**src/rtl/tmr_pkg.sv**
```systemverilog
package tmr_pkg;
    localparam int CNT_W  = 16;
    localparam int ADDR_W = 4;

    localparam logic [ADDR_W-1:0] A_MCTL = 4'd0;
    localparam logic [ADDR_W-1:0] A_SCTL = 4'd1;
    localparam logic [ADDR_W-1:0] A_PSC  = 4'd2;
    localparam logic [ADDR_W-1:0] A_MARR = 4'd3;
    localparam logic [ADDR_W-1:0] A_SARR = 4'd4;
    localparam logic [ADDR_W-1:0] A_MCMP = 4'd5;
    localparam logic [ADDR_W-1:0] A_MCNT = 4'd6;
    localparam logic [ADDR_W-1:0] A_SCNT = 4'd7;
    localparam logic [ADDR_W-1:0] A_UPD  = 4'd8;
    localparam logic [ADDR_W-1:0] A_FLAG = 4'd9;

    localparam logic [2:0] MM_ENABLE = 3'b001;
    localparam logic [2:0] MM_CMPREF = 3'b100;
    localparam logic [2:0] SM_GATED  = 3'b101;
    localparam logic [2:0] TS_MASTER = 3'b000;

    typedef struct packed {
        logic             m_en;
        logic [2:0]       m_mode;
        logic             s_en;
        logic [2:0]       s_mode;
        logic [2:0]       s_tsel;
        logic [CNT_W-1:0] psc;
        logic [CNT_W-1:0] m_arr;
        logic [CNT_W-1:0] s_arr;
        logic [CNT_W-1:0] m_cmp;
        logic             gate;
        logic             flag;
    } ctl_t;
endpackage

```
**src/rtl/tmr_prescaler.sv**
```systemverilog
module tmr_prescaler #(
    parameter int W = 16
) (
    input  logic         clk,
    input  logic         rst_n,
    input  logic [W-1:0] ratio,
    input  logic         restart,
    output logic         tick
);
    logic [W-1:0] pcnt_d, pcnt_q;

    always_comb begin
        tick = (pcnt_q >= ratio);
        if (restart || tick) pcnt_d = '0;
        else                 pcnt_d = pcnt_q + 1'b1;
    end

    always_ff @(posedge clk or negedge rst_n) begin
        if (!rst_n) pcnt_q <= '0;
        else        pcnt_q <= pcnt_d;
    end


    tick_restart_chk: assert property (@(posedge clk) disable iff (!rst_n)
        tick |=> (pcnt_q == '0));
endmodule

```
**src/rtl/tmr_counter.sv**
```systemverilog
module tmr_counter #(
    parameter int W = 16
) (
    input  logic         clk,
    input  logic         rst_n,
    input  logic         clr,
    input  logic         ld,
    input  logic [W-1:0] ld_val,
    input  logic         adv,
    input  logic [W-1:0] arr,
    output logic [W-1:0] cnt
);
    logic [W-1:0] cnt_d, cnt_q;

    always_comb begin
        cnt_d = cnt_q;
        if (clr)                cnt_d = '0;
        else if (ld)            cnt_d = ld_val;
        else if (adv)           cnt_d = (cnt_q == arr) ? '0 : cnt_q + 1'b1;
    end

    always_ff @(posedge clk or negedge rst_n) begin
        if (!rst_n) cnt_q <= '0;
        else        cnt_q <= cnt_d;
    end

    assign cnt = cnt_q;


    wrap_at_reload_chk: assert property (@(posedge clk) disable iff (!rst_n)
        (adv && !clr && !ld && cnt_q == arr) |=> (cnt_q == '0));

    strobe_zero_chk: assert property (@(posedge clk) disable iff (!rst_n)
        clr |=> (cnt_q == '0));

    load_value_chk: assert property (@(posedge clk) disable iff (!rst_n)
        (ld && !clr) |=> (cnt_q == $past(ld_val)));
endmodule

```
**src/rtl/tmr_gated_pair.sv**
```systemverilog
module tmr_gated_pair
    import tmr_pkg::*;
#(
    parameter int CW = CNT_W,
    parameter int AW = ADDR_W
) (
    input  logic          clk,
    input  logic          rst_n,
    input  logic          wr_en,
    input  logic [AW-1:0] wr_addr,
    input  logic [CW-1:0] wr_data,
    output logic          trig_out_o,
    output logic [CW-1:0] cnt_m_o,
    output logic [CW-1:0] cnt_s_o,
    output logic          flag_o
);
    ctl_t ctl_d, ctl_q;

    logic          tick;
    logic          upd_m, upd_s, ld_m, ld_s;
    logic          trig, sel_trig;
    logic          adv_m, adv_s;
    logic [CW-1:0] cnt_m, cnt_s;

    always_comb begin
        upd_m = wr_en && (wr_addr == A_UPD) && wr_data[0];
        upd_s = wr_en && (wr_addr == A_UPD) && wr_data[1];
        ld_m  = wr_en && (wr_addr == A_MCNT);
        ld_s  = wr_en && (wr_addr == A_SCNT);

        case (ctl_q.m_mode)
            MM_CMPREF: trig = (cnt_m < ctl_q.m_cmp);
            MM_ENABLE: trig = ctl_q.m_en;
            default:   trig = 1'b0;
        endcase
        sel_trig = (ctl_q.s_tsel == TS_MASTER) ? trig : 1'b0;

        adv_m = ctl_q.m_en && tick;
        adv_s = ctl_q.s_en && tick && ((ctl_q.s_mode != SM_GATED) || ctl_q.gate);

        ctl_d      = ctl_q;
        ctl_d.gate = sel_trig;
        if (wr_en) begin
            case (wr_addr)
                A_MCTL: begin
                    ctl_d.m_en   = wr_data[0];
                    ctl_d.m_mode = wr_data[6:4];
                end
                A_SCTL: begin
                    ctl_d.s_en   = wr_data[0];
                    ctl_d.s_mode = wr_data[6:4];
                    ctl_d.s_tsel = wr_data[10:8];
                end
                A_PSC:  ctl_d.psc   = wr_data;
                A_MARR: ctl_d.m_arr = wr_data;
                A_SARR: ctl_d.s_arr = wr_data;
                A_MCMP: ctl_d.m_cmp = wr_data;
                A_FLAG: if (!wr_data[0]) ctl_d.flag = 1'b0;
                default: ;
            endcase
        end
        if (sel_trig && !ctl_q.gate) ctl_d.flag = 1'b1;
    end

    always_ff @(posedge clk or negedge rst_n) begin
        if (!rst_n) begin
            ctl_q       <= '0;
            ctl_q.m_arr <= '1;
            ctl_q.s_arr <= '1;
        end else begin
            ctl_q <= ctl_d;
        end
    end

    tmr_prescaler #(.W(CW)) u_psc (
        .clk(clk), .rst_n(rst_n), .ratio(ctl_q.psc),
        .restart(upd_m || upd_s), .tick(tick)
    );

    tmr_counter #(.W(CW)) u_mcnt (
        .clk(clk), .rst_n(rst_n), .clr(upd_m), .ld(ld_m), .ld_val(wr_data),
        .adv(adv_m), .arr(ctl_q.m_arr), .cnt(cnt_m)
    );

    tmr_counter #(.W(CW)) u_scnt (
        .clk(clk), .rst_n(rst_n), .clr(upd_s), .ld(ld_s), .ld_val(wr_data),
        .adv(adv_s), .arr(ctl_q.s_arr), .cnt(cnt_s)
    );

    assign trig_out_o = trig;
    assign cnt_m_o    = cnt_m;
    assign cnt_s_o    = cnt_s;
    assign flag_o     = ctl_q.flag;


    gated_hold_chk: assert property (@(posedge clk) disable iff (!rst_n)
        (ctl_q.s_mode == SM_GATED && !ctl_q.gate && !upd_s && !ld_s) |=> $stable(cnt_s));

    slave_off_hold_chk: assert property (@(posedge clk) disable iff (!rst_n)
        (!ctl_q.s_en && !upd_s && !ld_s) |=> $stable(cnt_s));

    flag_on_rise_chk: assert property (@(posedge clk) disable iff (!rst_n)
        $rose(ctl_q.gate) |-> ctl_q.flag);

    deselected_gate_chk: assert property (@(posedge clk) disable iff (!rst_n)
        (ctl_q.s_tsel != TS_MASTER) |=> !ctl_q.gate);
endmodule

```
**config.mk**
```make
export PLATFORM = sky130hd
export DESIGN_NAME = tmr_gated_pair
export DESIGN_NICKNAME = d
export VERILOG_FILES = /design/src/rtl/tmr_pkg.sv /design/src/rtl/tmr_prescaler.sv /design/src/rtl/tmr_counter.sv /design/src/rtl/tmr_gated_pair.sv
export SDC_FILE = /design/constraint.sdc
export NUM_CORES = 1
export LEC_CHECK = 0
export BUFFER_PORTS_ARGS = -buffer_cell sky130_fd_sc_hd__buf_2
export CORE_UTILIZATION = 45
export CTS_CLUSTER_DIAMETER = 80
export DETAILED_ROUTE_END_ITERATION = 8
export MAX_ROUTING_LAYER = met4
export PLACE_DENSITY = 0.73
export SETUP_SLACK_MARGIN = 0.02
export SYNTH_ARGS = -nofsm -noshare
export SYNTH_HDL_FRONTEND = slang
export SYNTH_SLANG_ARGS = --single-unit
export TNS_END_PERCENT = 5
```
**constraint.sdc**
```tcl
create_clock -name clk -period 3.3 [get_ports clk]
set_clock_uncertainty 0.2 [all_clocks]
set_input_delay 0.165 -clock clk [delete_from_list [all_inputs] [get_ports clk]]
set_output_delay 0.165 -clock clk [all_outputs]
set_load 0.01 [all_outputs]
```
==> metrics.cfg <==
[outcome]
status = complete, no violations

[setup_path]
ff2ff_setup_slack_ps = 360
ff2ff_path_depth = 7
r2r-start = u_psc.pcnt_q[9]
cp.required_ps = 3390
cp.arrival_ps = 3030
startpoint = u_psc.pcnt_q[9]
setup.worst_path.end_class = flop
crit_end = u_mcnt.cnt[3]
path_max_fanout = 19
path_class = reg2reg
cp-start-kind = flop
r2r_end = u_mcnt.cnt[3]

[cts]
clk_latency_ps = 420
cts_tree = built
path_clk_slew_ps = 60
cts_buffer_depth = 2
clockRootBuffer = clkbuf_16
postCtsSetupBuffers = 0
htreeDepth = 4
cts_buffers = 17
cts.sinks = 125

[cells_and_area]
nets = 855
area_growth_pct = 18.2
fillers = 1320
final_cells = 1022
fin_util_pct = 54.7
layout-drive-gt1-share_pct = 22.4
insertedDiodeCount = 0

[timing]
timing.final.crit_share_pct = 88.9
clock.fmax_mhz = 341
rsz0062_at_grt = false
fin_setup_tns_ps = 0
min_period_ps = 2940
fin_hold_ws_ps = 105
maxSlewViolCount = 0
worstMarginPinSlew_ps = 933
slew_headroom_pct = 37.8
hold_violations = 0
setup_viol = 0

[power]
power.share.sequential_pct = 42.6
clockPowerShare_pct = 34.7
p_int_mw = 3.73
p_per_area_nw_per_um2 = 641
swShare_pct = 30.4
finalPower_mw = 5.35
ir_drop_uv = 418
combPwrFrac_pct = 22.7
p_sw_mw = 1.63
p_leak_nw = 3.74

[routing]
ant_nets = 0
drt_iter0_drc = 501
routedLengthMet1_um = 8000
wl_met2_um = 8690
viasPerCell = 5.72
vias = 5847
drcViolationCount = 0
wl_um = 18500
firstDrtPassIters = 5
wire_per_inst_um = 18.1
met3WireLength_um = 1160
top_layer = met4

[floorplanning]
ios = 57
die_w_um = 127
rows = 45
die-height_um = 127
fp.coreArea_um2 = 15300
fp.dieArea_um2 = 16200
start_util_pct = 46.3

[logic_synthesis]
synth_seq_cells = 125
syn_avg_cell_area_um2 = 9.76
synth-edff-count = 0
synth-seq-area-share_pct = 44.8
synth_fp_nets = 781
synthCells = 724
synth_ff_type = dfrtp_1
ys_types = 70
async_flop_share_pct = 100
yosys_warnings = 0
syn_area_um2 = 7070

[place]
portBuffers = 56
dp_hpwl_um = 12500
dp.cells = 969
gp_congestion = 0.860

[min_path]
hp-class = in2reg

[grt]
grt_pass1_vias = 5672
grt_usage_pct = 25.1
antenna_found_initial = 0
grt_max_degree = 126
grt-ovfl-total = 0
grt_pass1_wl_um = 29900

[job]
cap_violations = 0

## per-stage QoR
step	cell area, um^2	setup WS, ps
after floorplan	7070	773
after global placement	7550	485
after detailed placement	7550	409
after CTS	8350	374
after global routing	8350	148
final	8350	365
## cells in the mapped netlist (3+ instances only)
library cell	count	share of area [%]
dfrtp_1	93	33
ha_1	34	6.0
xnor2_1	25	3.1
clkbuf_1	22	1.2
inv_1	45	2.4
nand3_1	28	2.0
nand2_1	69	3.7
nor3b_1	3	0.32
dfstp_2	32	12
a211oi_1	4	0.42
nor4_1	5	0.44
buf_2	4	0.28
a221o_1	6	0.85
mux2_2	45	7.2
and3_1	10	0.89
and4_1	6	0.74
nand2b_1	5	0.44
o311a_1	3	0.42
and2_1	7	0.62
nor2_1	48	2.5
nor2b_1	6	0.53
nand3b_1	4	0.42
a21o_1	5	0.53
a31oi_1	13	1.2
a21oi_1	38	2.7
o21ai_0	65	4.6
xor2_1	22	2.7
nor3_1	10	0.71
nand4_1	15	1.3
## flip-flops by register name, indices dropped and copies added, names as in the netlist
signal        flops
flag_o            1
u_psc.pcnt_q     16
u_scnt.cnt       16
u_mcnt.cnt       16
ctl_q            76
## logic make-up (layout without fill, tap and decap cells)
group,count (synthesis),count (layout),share of synthesized area [%]
simple gates,232,232,16.9
flops,125,125,44.8
xor+xnor,47,47,5.83
buf+inv,74,161,4.27
compound gates,166,166,14.9
fa+ha+maj,34,34,6.02
mux,46,46,7.31
## area by class of cell
cell class              count  area, um^2  area share, %
clock buffers              26         509           6.10
multi-input cells         525        3600           43.1
clock inverters             6        82.6          0.989
flip-flops and latches    125        3170           37.9
inverters                  45         169           2.02
well taps                 211         264           3.16
repair buffers             84         558           6.68
## power by group through the flow
stage / registers (mW) / clock network, mW / logic (mW)
floorplan: 2.22 / 0 / 0.827
global placement: 2.28 / 0 / 1.14
detailed placement: 2.30 / 0 / 1.18
CTS: 2.27 / 1.89 / 1.22
global route: 2.32 / 1.96 / 1.37
finish: 2.28 / 1.86 / 1.22
## layer usage
metal  up-vias  track usage [%]
li1       2740                -
met1      2865             31.9
met2       200             38.8
met3        42             4.61
met4         0             11.8
met5         -                -
## worst min path at each step
stage | start | to | slack, ps | cells after the start
floorplan | rst_n | ctl_q[10] | -330 | 0
global placement | rst_n | ctl_q[10] | 130 | 2
detailed placement | rst_n | ctl_q[11] | 130 | 2
CTS | wr_addr[0] | u_mcnt.cnt[7] | 70 | 3
global route | wr_addr[0] | u_mcnt.cnt[7] | 100 | 3
finish | wr_addr[0] | u_mcnt.cnt[7] | 110 | 3
## layout by cell type, fill, tap and decap left out, types with 3 or more instances in the layout
master / synthesis / routed
nor2_1: 48 / 48
and3_1: 10 / 10
dfrtp_1: 93 / 93
dlygate4sd3_1: 0 / 21
xnor2_1: 25 / 25
nand2_1: 69 / 69
a21o_1: 5 / 5
ha_1: 34 / 34
clkbuf_8: 0 / 5
nand2b_1: 5 / 5
a31oi_1: 13 / 13
clkbuf_1: 22 / 4
o21ai_0: 65 / 65
mux2_2: 45 / 45
nand3_1: 28 / 28
nand4_1: 15 / 15
a221o_1: 6 / 6
clkinv_2: 0 / 3
nor2b_1: 6 / 6
buf_2: 4 / 55
nand3b_1: 4 / 4
a211oi_1: 4 / 4
and4_1: 6 / 6
dfstp_2: 32 / 32
o311a_1: 3 / 3
inv_1: 45 / 45
and2_1: 7 / 7
buf_4: 1 / 7
nor3_1: 10 / 10
nor4_1: 5 / 5
a21oi_1: 38 / 38
xor2_1: 22 / 22
clkbuf_16: 0 / 17
## repair_timing
action                                  in CTS  in global routing
hold buffers                                21                  0
hold endpoints to repair                   167                  0
endpoints found under the setup margin       0                  0
gates resized for setup                      0                  0
## worst max-delay path, cell delays in order (launching register included)
cell and delay [ps]:
dfrtp_1 440, ha_1 350, nand4_1 170, nor3_2 290
a311oi_4 160, a21oi_2 770, a21oi_1 140, a221o_1 290
Note: power is estimated with default switching activity, not from simulation.
